===== src/rtl/fan_pkg.sv =====
package fan_pkg;
  typedef struct packed {
    logic invert;
    logic gate_en;
    logic open_drain;
  } pin_mode_t;
endpackage


===== src/rtl/fan_pwm_gen.sv =====
module fan_pwm_gen #(
  parameter int DUTY_W = 8,
  parameter int DIV_W  = 15
) (
  input  logic              clk,
  input  logic              rst_n,
  input  logic [DUTY_W-1:0] cfg_duty,
  input  logic [DIV_W-1:0]  cfg_div,
  output logic              active_o
);
  localparam logic [DUTY_W-1:0] SLOT_LAST = {DUTY_W{1'b1}};

  logic [DIV_W-1:0]  pre_q,  pre_d;
  logic [DUTY_W-1:0] slot_q, slot_d;
  logic [DUTY_W-1:0] duty_q, duty_d;
  logic [DIV_W-1:0]  div_q,  div_d;
  logic              slot_end, period_end;

  always_comb begin
    slot_end   = (pre_q >= div_q);
    period_end = slot_end && (slot_q == SLOT_LAST);
    pre_d      = slot_end ? '0 : pre_q + 1'b1;
    slot_d     = slot_end ? slot_q + 1'b1 : slot_q;
    duty_d     = period_end ? cfg_duty : duty_q;
    div_d      = period_end ? cfg_div  : div_q;
    active_o   = (slot_q < duty_q);
  end

  always_ff @(posedge clk or negedge rst_n) begin
    if (!rst_n) begin
      pre_q  <= '0;
      slot_q <= '0;
      duty_q <= '0;
      div_q  <= '0;
    end else begin
      pre_q  <= pre_d;
      slot_q <= slot_d;
      duty_q <= duty_d;
      div_q  <= div_d;
    end
  end

  AST_SLOT_ADVANCE: assert property (@(posedge clk) disable iff (!rst_n)
    slot_end |=> slot_q == DUTY_W'($past(slot_q) + 1'b1));
  AST_SLOT_HOLD: assert property (@(posedge clk) disable iff (!rst_n)
    !slot_end |=> $stable(slot_q));
  AST_SHADOW_HOLD: assert property (@(posedge clk) disable iff (!rst_n)
    !period_end |=> ($stable(duty_q) && $stable(div_q)));
endmodule


===== src/rtl/fan_pin_stage.sv =====
module fan_pin_stage
  import fan_pkg::*;
(
  input  logic      clk,
  input  logic      rst_n,
  input  logic      active_i,
  input  pin_mode_t mode_i,
  output logic      pin_out_o,
  output logic      pin_oe_o
);
  logic level, out_d, oe_d;
  logic out_q, oe_q;

  always_comb begin
    level = (active_i & mode_i.gate_en) ^ mode_i.invert;
    out_d = mode_i.open_drain ? 1'b0   : level;
    oe_d  = mode_i.open_drain ? ~level : 1'b1;
  end

  always_ff @(posedge clk or negedge rst_n) begin
    if (!rst_n) begin
      out_q <= 1'b0;
      oe_q  <= 1'b0;
    end else begin
      out_q <= out_d;
      oe_q  <= oe_d;
    end
  end

  assign pin_out_o = out_q;
  assign pin_oe_o  = oe_q;

  AST_OD_NEVER_HIGH: assert property (@(posedge clk) disable iff (!rst_n)
    mode_i.open_drain |=> !pin_out_o);
  AST_PP_ALWAYS_DRIVEN: assert property (@(posedge clk) disable iff (!rst_n)
    !mode_i.open_drain |=> pin_oe_o);
  AST_GATE_BLOCKS: assert property (@(posedge clk) disable iff (!rst_n)
    (!mode_i.gate_en && !mode_i.open_drain) |=> pin_out_o == $past(mode_i.invert));
endmodule


===== src/rtl/fan_tach_meas.sv =====
module fan_tach_meas #(
  parameter int TICK_W       = 11,
  parameter int CNT_W        = 16,
  parameter int WINDOW_TICKS = 100000
) (
  input  logic              clk,
  input  logic              rst_n,
  input  logic [TICK_W-1:0] cfg_tick_clks,
  input  logic              tach_in,
  output logic [CNT_W-1:0]  result_o
);
  localparam int WIN_W = $clog2(WINDOW_TICKS) + 1;
  localparam logic [WIN_W-1:0] WIN_LAST = WIN_W'(WINDOW_TICKS - 1);
  localparam logic [CNT_W-1:0] CNT_MAX  = {CNT_W{1'b1}};

  logic [1:0]        sync_q;
  logic              prev_q, edge_seen;
  logic [TICK_W-1:0] tick_q, tick_d, tick_lim;
  logic [WIN_W-1:0]  win_q, win_d;
  logic [CNT_W-1:0]  live_q, live_d, live_inc;
  logic [CNT_W-1:0]  res_q, res_d;
  logic              tick, win_end;

  always_comb begin
    edge_seen = sync_q[1] & ~prev_q;
    tick_lim  = (cfg_tick_clks == '0) ? '0 : cfg_tick_clks - 1'b1;
    tick      = (tick_q >= tick_lim);
    tick_d    = tick ? '0 : tick_q + 1'b1;
    win_end   = tick && (win_q == WIN_LAST);
    win_d     = win_q;
    if (tick) win_d = win_end ? '0 : win_q + 1'b1;
    live_inc  = (edge_seen && live_q != CNT_MAX) ? live_q + 1'b1 : live_q;
    live_d    = win_end ? '0 : live_inc;
    res_d     = win_end ? live_inc : res_q;
  end

  always_ff @(posedge clk or negedge rst_n) begin
    if (!rst_n) begin
      sync_q <= '0;
      prev_q <= 1'b0;
      tick_q <= '0;
      win_q  <= '0;
      live_q <= '0;
      res_q  <= '0;
    end else begin
      sync_q <= {sync_q[0], tach_in};
      prev_q <= sync_q[1];
      tick_q <= tick_d;
      win_q  <= win_d;
      live_q <= live_d;
      res_q  <= res_d;
    end
  end

  assign result_o = res_q;

  AST_RESULT_HOLD: assert property (@(posedge clk) disable iff (!rst_n)
    !win_end |=> $stable(result_o));
  AST_NO_WRAP: assert property (@(posedge clk) disable iff (!rst_n)
    (live_q == CNT_MAX && !win_end) |=> live_q == CNT_MAX);
  AST_WINDOW_RESTART: assert property (@(posedge clk) disable iff (!rst_n)
    win_end |=> (live_q == '0 && win_q == '0));
endmodule


===== src/rtl/fan_ctrl.sv =====
module fan_ctrl
  import fan_pkg::*;
#(
  parameter int DUTY_W       = 8,
  parameter int DIV_W        = 15,
  parameter int TICK_W       = 11,
  parameter int CNT_W        = 16,
  parameter int WINDOW_TICKS = 100000
) (
  input  logic              clk,
  input  logic              rst_n,
  input  logic [DUTY_W-1:0] cfg_duty,
  input  logic [DIV_W-1:0]  cfg_div,
  input  logic              cfg_invert,
  input  logic              cfg_gate_en,
  input  logic              cfg_open_drain,
  input  logic [TICK_W-1:0] cfg_tick_clks,
  input  logic              tach_in,
  output logic              pwm_out,
  output logic              pwm_oe,
  output logic [CNT_W-1:0]  tach_count
);
  logic      pwm_active;
  pin_mode_t pin_mode;

  assign pin_mode = '{invert: cfg_invert, gate_en: cfg_gate_en, open_drain: cfg_open_drain};

  fan_pwm_gen #(.DUTY_W(DUTY_W), .DIV_W(DIV_W)) u_pwm (
    .clk      (clk),
    .rst_n    (rst_n),
    .cfg_duty (cfg_duty),
    .cfg_div  (cfg_div),
    .active_o (pwm_active)
  );

  fan_pin_stage u_pin (
    .clk       (clk),
    .rst_n     (rst_n),
    .active_i  (pwm_active),
    .mode_i    (pin_mode),
    .pin_out_o (pwm_out),
    .pin_oe_o  (pwm_oe)
  );

  fan_tach_meas #(.TICK_W(TICK_W), .CNT_W(CNT_W), .WINDOW_TICKS(WINDOW_TICKS)) u_tach (
    .clk           (clk),
    .rst_n         (rst_n),
    .cfg_tick_clks (cfg_tick_clks),
    .tach_in       (tach_in),
    .result_o      (tach_count)
  );
endmodule


===== config.mk =====
export PLATFORM = sky130hd
export DESIGN_NAME = fan_ctrl
export DESIGN_NICKNAME = d
export VERILOG_FILES = /design/src/rtl/fan_pkg.sv /design/src/rtl/fan_pwm_gen.sv /design/src/rtl/fan_pin_stage.sv /design/src/rtl/fan_tach_meas.sv /design/src/rtl/fan_ctrl.sv
export SDC_FILE = /design/constraint.sdc
export NUM_CORES = 1
export LEC_CHECK = 0
export BUFFER_PORTS_ARGS = -buffer_cell sky130_fd_sc_hd__buf_2
export CAP_MARGIN = 10
export CORE_ASPECT_RATIO = 0.8
export CORE_MARGIN = 2
export CORE_UTILIZATION = 35
export CTS_BUF_LIST = sky130_fd_sc_hd__clkbuf_4 sky130_fd_sc_hd__clkbuf_8
export DETAILED_ROUTE_END_ITERATION = 12
export MAX_ROUTING_LAYER = met4
export PLACE_DENSITY = 0.5
export SYNTH_ARGS = -nofsm -noshare
export SYNTH_HDL_FRONTEND = slang
export SYNTH_SLANG_ARGS = --single-unit

===== constraint.sdc =====
create_clock -name clk -period 5.3 [get_ports clk]
set_clock_uncertainty 0.2 [all_clocks]
set_input_delay 0.265 -clock clk [delete_from_list [all_inputs] [get_ports clk]]
set_output_delay 0.265 -clock clk [all_outputs]
set_load 0.05 [all_outputs]

# Word-level counts from Yosys, hierarchy flattened
# Index checks and enable logic that the tools add are counted.
# op_classes
addsub	6
n_mul	0
n_div	0
magnitude_cmp	3
eq_ne	3
shift	0
n_mux	8
bitwise_logic	5
n_reduce_logical	4
# ops
op	count
$mux W16	2
$mux W11	2
$add A18 B1 Y18 const B	1
$eq A18 B17 Y1 const B	1
$mux W18	1
$add A16 B1 Y16 const B	1
$ne A16 B16 Y1 const B	1
$add A15 B1 Y15 const B	1
$ge A15 B15 Y1	1
$mux W15	1
$add A11 B1 Y11 const B	1
$ge A11 B11 Y1	1
$logic_not A11 Y1	1
$sub A11 B1 Y11 const B	1
$add A8 B1 Y8 const B	1
$eq A8 B8 Y1 const B	1
$lt A8 B8 Y1	1
$logic_and A1 B1 Y1	3
$and A1 B1 Y1	2
$mux W1	2
$not A1 Y1	2
$xor A1 B1 Y1	1
# word_totals
register_bits	112
latch_bits	0
ram_bits	0
mem_bits_ro	0
in_bits	40
output_inout_bits	18
elab_cells	41
memories	0

# Longest topological paths before layout
# depth
word_depth	5
depth_mapped	15
ltp_nobuf	12

# Hierarchy
# A second synthesis with hierarchy kept.
# hier_totals
cells_unflattened	591
area_unflattened_um2	6087.1
# by_module_without_submodules
mod	instances	cells_per_inst	area_per_inst_um2	seq_area_each_um2
fan_tach_meas	1	354	3458.3	1601.5
fan_pwm_gen	1	228	2529.9	1151.1
fan_pin_stage	1	9	98.8	50.0

# Least setup slack after synthesis
# OpenSTA, ideal clock, no wires.
# synth_timing
kind	input port to flip-flop
startpoint	input port cfg_tick_clks[2]
endpoint	register u_tach.win_q[8]
setup_time_ns	0.110
arrival_ns	3.030
required_time_ns	4.990
path_slack_ns	1.960
path_stages	13
path_buffers	2
cell_sequence	nor4_1 > nand2_1 > or4_1 > clkbuf_1 > and2_1 > ha_1 > nor2b_1 > o21ai_0 > a41oi_1 > o21ai_0 > clkbuf_1 > nand2_1 > o41ai_1
# synth_via
elab_chain_len	5
word_cells_on_any_way	6
cone_classes	add/sub (1); order compare (1); mux (2); reduce/logical (2)
# synth_lines
item	line	text
start: declaration	fan_ctrl.sv:17	input logic [TICK_W-1:0] cfg_tick_clks,
$sub A11 B1 Y11 or $logic_not A11 Y1 (tied branches)	fan_tach_meas.sv:26	tick_lim = (cfg_tick_clks == '0) ? '0 : cfg_tick_clks - 1'b1;
$mux W11 *	fan_tach_meas.sv:26	
$ge A11 B11 Y1 *	fan_tach_meas.sv:27	tick = (tick_q >= tick_lim);
$logic_and A1 B1 Y1	fan_tach_meas.sv:29	win_end = tick && (win_q == WIN_LAST);
$mux W18	fan_tach_meas.sv:31	if (tick) win_d = win_end ? '0 : win_q + 1'b1;
end signal: assignment	fan_tach_meas.sv:49	win_q <= win_d;
end: declaration	fan_tach_meas.sv:19	logic [WIN_W-1:0] win_q, win_d;
# Every way passes the cells marked *; elsewhere a longest branch is shown, timed or not.
# A chain may end at the register's enable or synchronous reset.

# Worst setup path after layout
# layout_timing
startpoint	input port cfg_tick_clks[2]
endpoint	register u_tach.res_q[9], in the netlist u_tach.result_o[9]
# layout_via
elab_chain_len	4
word_cells_on_any_way	5
cone_classes	add/sub (1); order compare (1); mux (1); reduce/logical (2)
# layout_lines
item	line	text
$sub A11 B1 Y11 or $logic_not A11 Y1 (tied branches)	fan_tach_meas.sv:26	
$mux W11 *	fan_tach_meas.sv:26	
$ge A11 B11 Y1 *	fan_tach_meas.sv:27	
$logic_and A1 B1 Y1 *	fan_tach_meas.sv:29	
end signal: assignment	fan_tach_meas.sv:51	res_q <= res_d;
end: declaration	fan_tach_meas.sv:21	logic [CNT_W-1:0] res_q, res_d;
# Marked as above.

==> flow_metrics.env <==
export IMPL_status="complete, no violations"
export IMPL_rows=42
export IMPL_yosysUniqueCellTypes=46
export IMPL_crit_required_ns=5.35
export IMPL_power_density_mw_per_mm2=283
export IMPL_critPathTopFamily="simple AND/OR/NAND/NOR gates"
export IMPL_finalSetupViolCount=0
export IMPL_antenna_left=0
export IMPL_critPathMaxFanout=21
export IMPL_cts_sinks=112
export IMPL_ys_seq_area_share_pct=47.9
export IMPL_root_buffer="clkbuf_8"
export IMPL_dieArea_mm2=0.0178
export IMPL_fin_tns_setup_ns=0
export IMPL_gp_congestion=0.837
export IMPL_avgSynthCellArea_um2=10.1
export IMPL_max_stage_delay_ns=0.60
export IMPL_grtUsageMet1_pct=19.9
export IMPL_worstMarginPinSlew_ns=0.942
export IMPL_dieHeight_um=120
export IMPL_setup_worst_path_end_class="flip-flop"
export IMPL_htreeDepth=3
export IMPL_wl_per_cell_um=13.6
export IMPL_vias=4316
export IMPL_dp_hpwl_um=8460
export IMPL_slew_viol_final=0
export IMPL_track_usage_pct=14.9
export IMPL_dp_worst_setup_slack_ns=1.37
export IMPL_rrSetupSlack_ns=2.52
export IMPL_grt_pass1_vias=4364
export IMPL_drtIter0Drc=197
export IMPL_cts_tree="done"
export IMPL_cts_reportedPaths_clkPinSlew_ns=0.11
export IMPL_leakagePower_nw=3.25
export IMPL_antenna_cells=0
export IMPL_met2_usage_pct=22.7
export IMPL_max_cap_violations=0
export IMPL_wl_um=12000
export IMPL_dr_pass1_iters=4
export IMPL_synth_main_ff_cell="dfrtp_1"
export IMPL_hold_end="u_pin.pin_out_o"
export IMPL_fin_crit_ns=3.50
export IMPL_clk_latency_ns=0.39
export IMPL_drive_above_1_share_pct=17.1
export IMPL_critPathKind="input port to flip-flop"
export IMPL_yosys_warnings=0
export IMPL_clockBufferDepth=2
export IMPL_io_pins=58
export IMPL_relSlewSlack_pct=37.2
export IMPL_postSynth_asyncResetShare_pct=100
export IMPL_startpoint="cfg_tick_clks[2]"
export IMPL_timing_hold_ws_ns=0.0317
export IMPL_area_growth_pct=17.2
export IMPL_final_nets=739
export IMPL_reg2reg_from="u_pwm.pre_q[9]"
export IMPL_peakVddDrop_v=0.000114
export IMPL_cp_buffers_inverters=2
export IMPL_syn_num_nets=656
export IMPL_cpMostUsedCell="nand2_1"
export IMPL_grt_util_met3_pct=3.65
export IMPL_die_w_um=149
export IMPL_core_region_area_mm2=0.0164
export IMPL_power_mw=1.94
export IMPL_hold_path_class="input port to flip-flop"
export IMPL_critPathArrivalTime_ns=3.55
export IMPL_fmax_mhz=286
export IMPL_hold_depth=3
export IMPL_start_util_pct=35.6
export IMPL_hold_viol_final=0
export IMPL_crit_path_top_delay_cell="or4_1"
export IMPL_grt_pass1_wl_um=20900
export IMPL_antenna_found_initial=0
export IMPL_syn_inst=577
export IMPL_port_buffers=57
export IMPL_utilization_pct=41.7
export IMPL_rsz0062_at_grt="false"
export IMPL_worst_r2r_path_depth=9
export IMPL_crit_chain="buf_2 -> nor4_1 -> nand2_1 -> or4_1 -> nand2_1 -> ha_1 -> a21o_1 -> a221o_1 -> a41oi_1 -> o21ai_1 -> buf_4 -> nand2_1 -> o21ai_0"
export IMPL_worst_slack_ns=1.80
export IMPL_drc=0
export IMPL_synth_edff_count=0
export IMPL_syn_cell_area_mm2=0.00585
export IMPL_grt_max_degree=75
export IMPL_overflow=0
export IMPL_viasPerCell=4.88
export IMPL_ys_ff_latch=112
export IMPL_numCtsBuffers=9
export IMPL_cp_start_kind="input port"
export IMPL_fin_crit_sh_pct=66.0
export IMPL_busiest_layer="met2"
export IMPL_min_delay_start="cfg_invert"
export IMPL_reg2reg_to="u_pwm.div_q[14]"
-- through the flow --
stage / area [um2] / cells
5_1_grt: 6850 / 885
3_5_place_dp: 6370 / 842
6_report: 6850 / 885
3_3_place_gp: 6370 / 842
4_1_cts: 6850 / 885
2_1_floorplan: 5850 / 577
-- cell usage after synthesis (3+ instances only) --
cell | number | area, um2
a21o_1 | 6 | 45.0
xnor2_1 | 23 | 201
inv_1 | 30 | 113
mux2_2 | 26 | 293
nor2b_1 | 6 | 37.5
nand2_1 | 43 | 161
or3_1 | 4 | 25.0
and2_1 | 6 | 37.5
ha_1 | 39 | 488
nand3_1 | 30 | 150
nand2b_1 | 5 | 31.3
nor2_1 | 60 | 225
nor3_1 | 5 | 25.0
nor4_1 | 3 | 18.8
and3_1 | 15 | 93.8
o31ai_1 | 7 | 52.6
dfrtp_1 | 112 | 2800
and4_1 | 4 | 35.0
o21ai_0 | 48 | 240
a21oi_1 | 9 | 45.0
nand4_1 | 16 | 100
xor2_1 | 34 | 298
a41oi_1 | 3 | 26.3
clkbuf_1 | 10 | 37.5
o21a_1 | 3 | 22.5
buf_2 | 3 | 15.0
-- placed cells by master, fill, tap and decap left out, types with 2 or more instances in the layout --
cell type	synthesis	routed
a21oi_1	9	9
and3_1	15	15
and2_1	6	6
nand2_1	43	43
and2_4	2	2
inv_8	0	2
or3_1	4	4
nor4_1	3	3
nor2b_1	6	6
mux2_2	26	26
buf_4	0	6
buf_2	3	56
or2_2	2	2
nor2_1	60	60
inv_6	0	2
nor3_1	5	5
nand2b_1	5	5
xor2_1	34	34
o31ai_1	7	7
xnor2_1	23	23
or4_4	2	2
clkbuf_8	0	9
and4_1	4	4
a41oi_1	3	3
clkinvlp_4	0	2
nand4_1	16	16
o21a_1	3	3
or4_1	2	2
nand3_1	30	30
dlygate4sd3_1	0	27
a221o_1	2	2
dfrtp_1	112	112
o21ai_2	2	2
a21o_1	6	6
o21ai_0	48	47
ha_1	39	39
inv_1	30	30
-- cell type report --
type,count,area (um2)
clock buffers,9,124
clock inverters,7,85.1
fillers,1649,9600
inverters,30,113
multi-input cells,418,2860
flip-flops and latches,112,2800
well taps,220,275
repair buffers,89,596
-- report_power, final --
part           internal, mW  switching (mW)  total [mW]
combinational         0.168           0.194       0.362
clock                 0.229           0.316       0.544
sequential            0.933          0.0983        1.03
total                  1.33           0.608        1.94
-- per-layer routing --
layer,part of all wire (%),up-vias,routed length (um)
met5,0,-,0
met4,1.0,0,124
met3,4.2,10,511
met2,45,62,5420
met1,50,2074,5980
li1,-,2170,-
-- flip-flops by register name, summed over array words and instances, names as in the netlist --
register / count
u_pin.pin_oe_o: 1
u_pin.pin_out_o: 1
u_pwm.div_q: 15
u_pwm.duty_q: 8
u_pwm.pre_q: 15
u_pwm.slot_q: 8
u_tach.live_q: 16
u_tach.prev_q: 1
u_tach.result_o: 16
u_tach.sync_q: 2
u_tach.tick_q: 11
u_tach.win_q: 18
-- worst min-delay path, stage by stage --
cell and delay (ns):
buf_2 0.11, nor2_1 0.07, mux2_2 0.14
-- kinds of logic (layout without fill, tap and decap cells) --
family | count (synthesis) | in the layout | share of synthesized area [%]
AND/OR/NAND/NOR | 208 | 208 | 17.7
adder cells (fa/ha/maj) | 39 | 39 | 8.34
buffers and inverters | 47 | 135 | 3.23
XOR/XNOR | 57 | 57 | 8.53
flip-flops | 112 | 112 | 47.9
multiplexers | 27 | 27 | 5.18
AO/OA/AOI/OAI | 87 | 87 | 9.07
-- what timing repair did --
action | in CTS | in global routing
gates resized for setup | 0 | 0
setup buffers | 0 | 0
endpoints found under the setup margin | 0 | 0
endpoints found under the hold margin | 98 | 0
hold buffers | 27 | 0
-- worst max path at each step --
stage	cells after the start	end
floorplan	13	u_tach.win_q[8]
global placement	13	u_tach.result_o[7]
detailed placement	13	u_tach.result_o[9]
CTS	13	u_tach.result_o[9]
global route	13	u_tach.result_o[0]
finish	13	u_tach.result_o[9]
No activity file was read; power rests on OpenSTA's default activity.
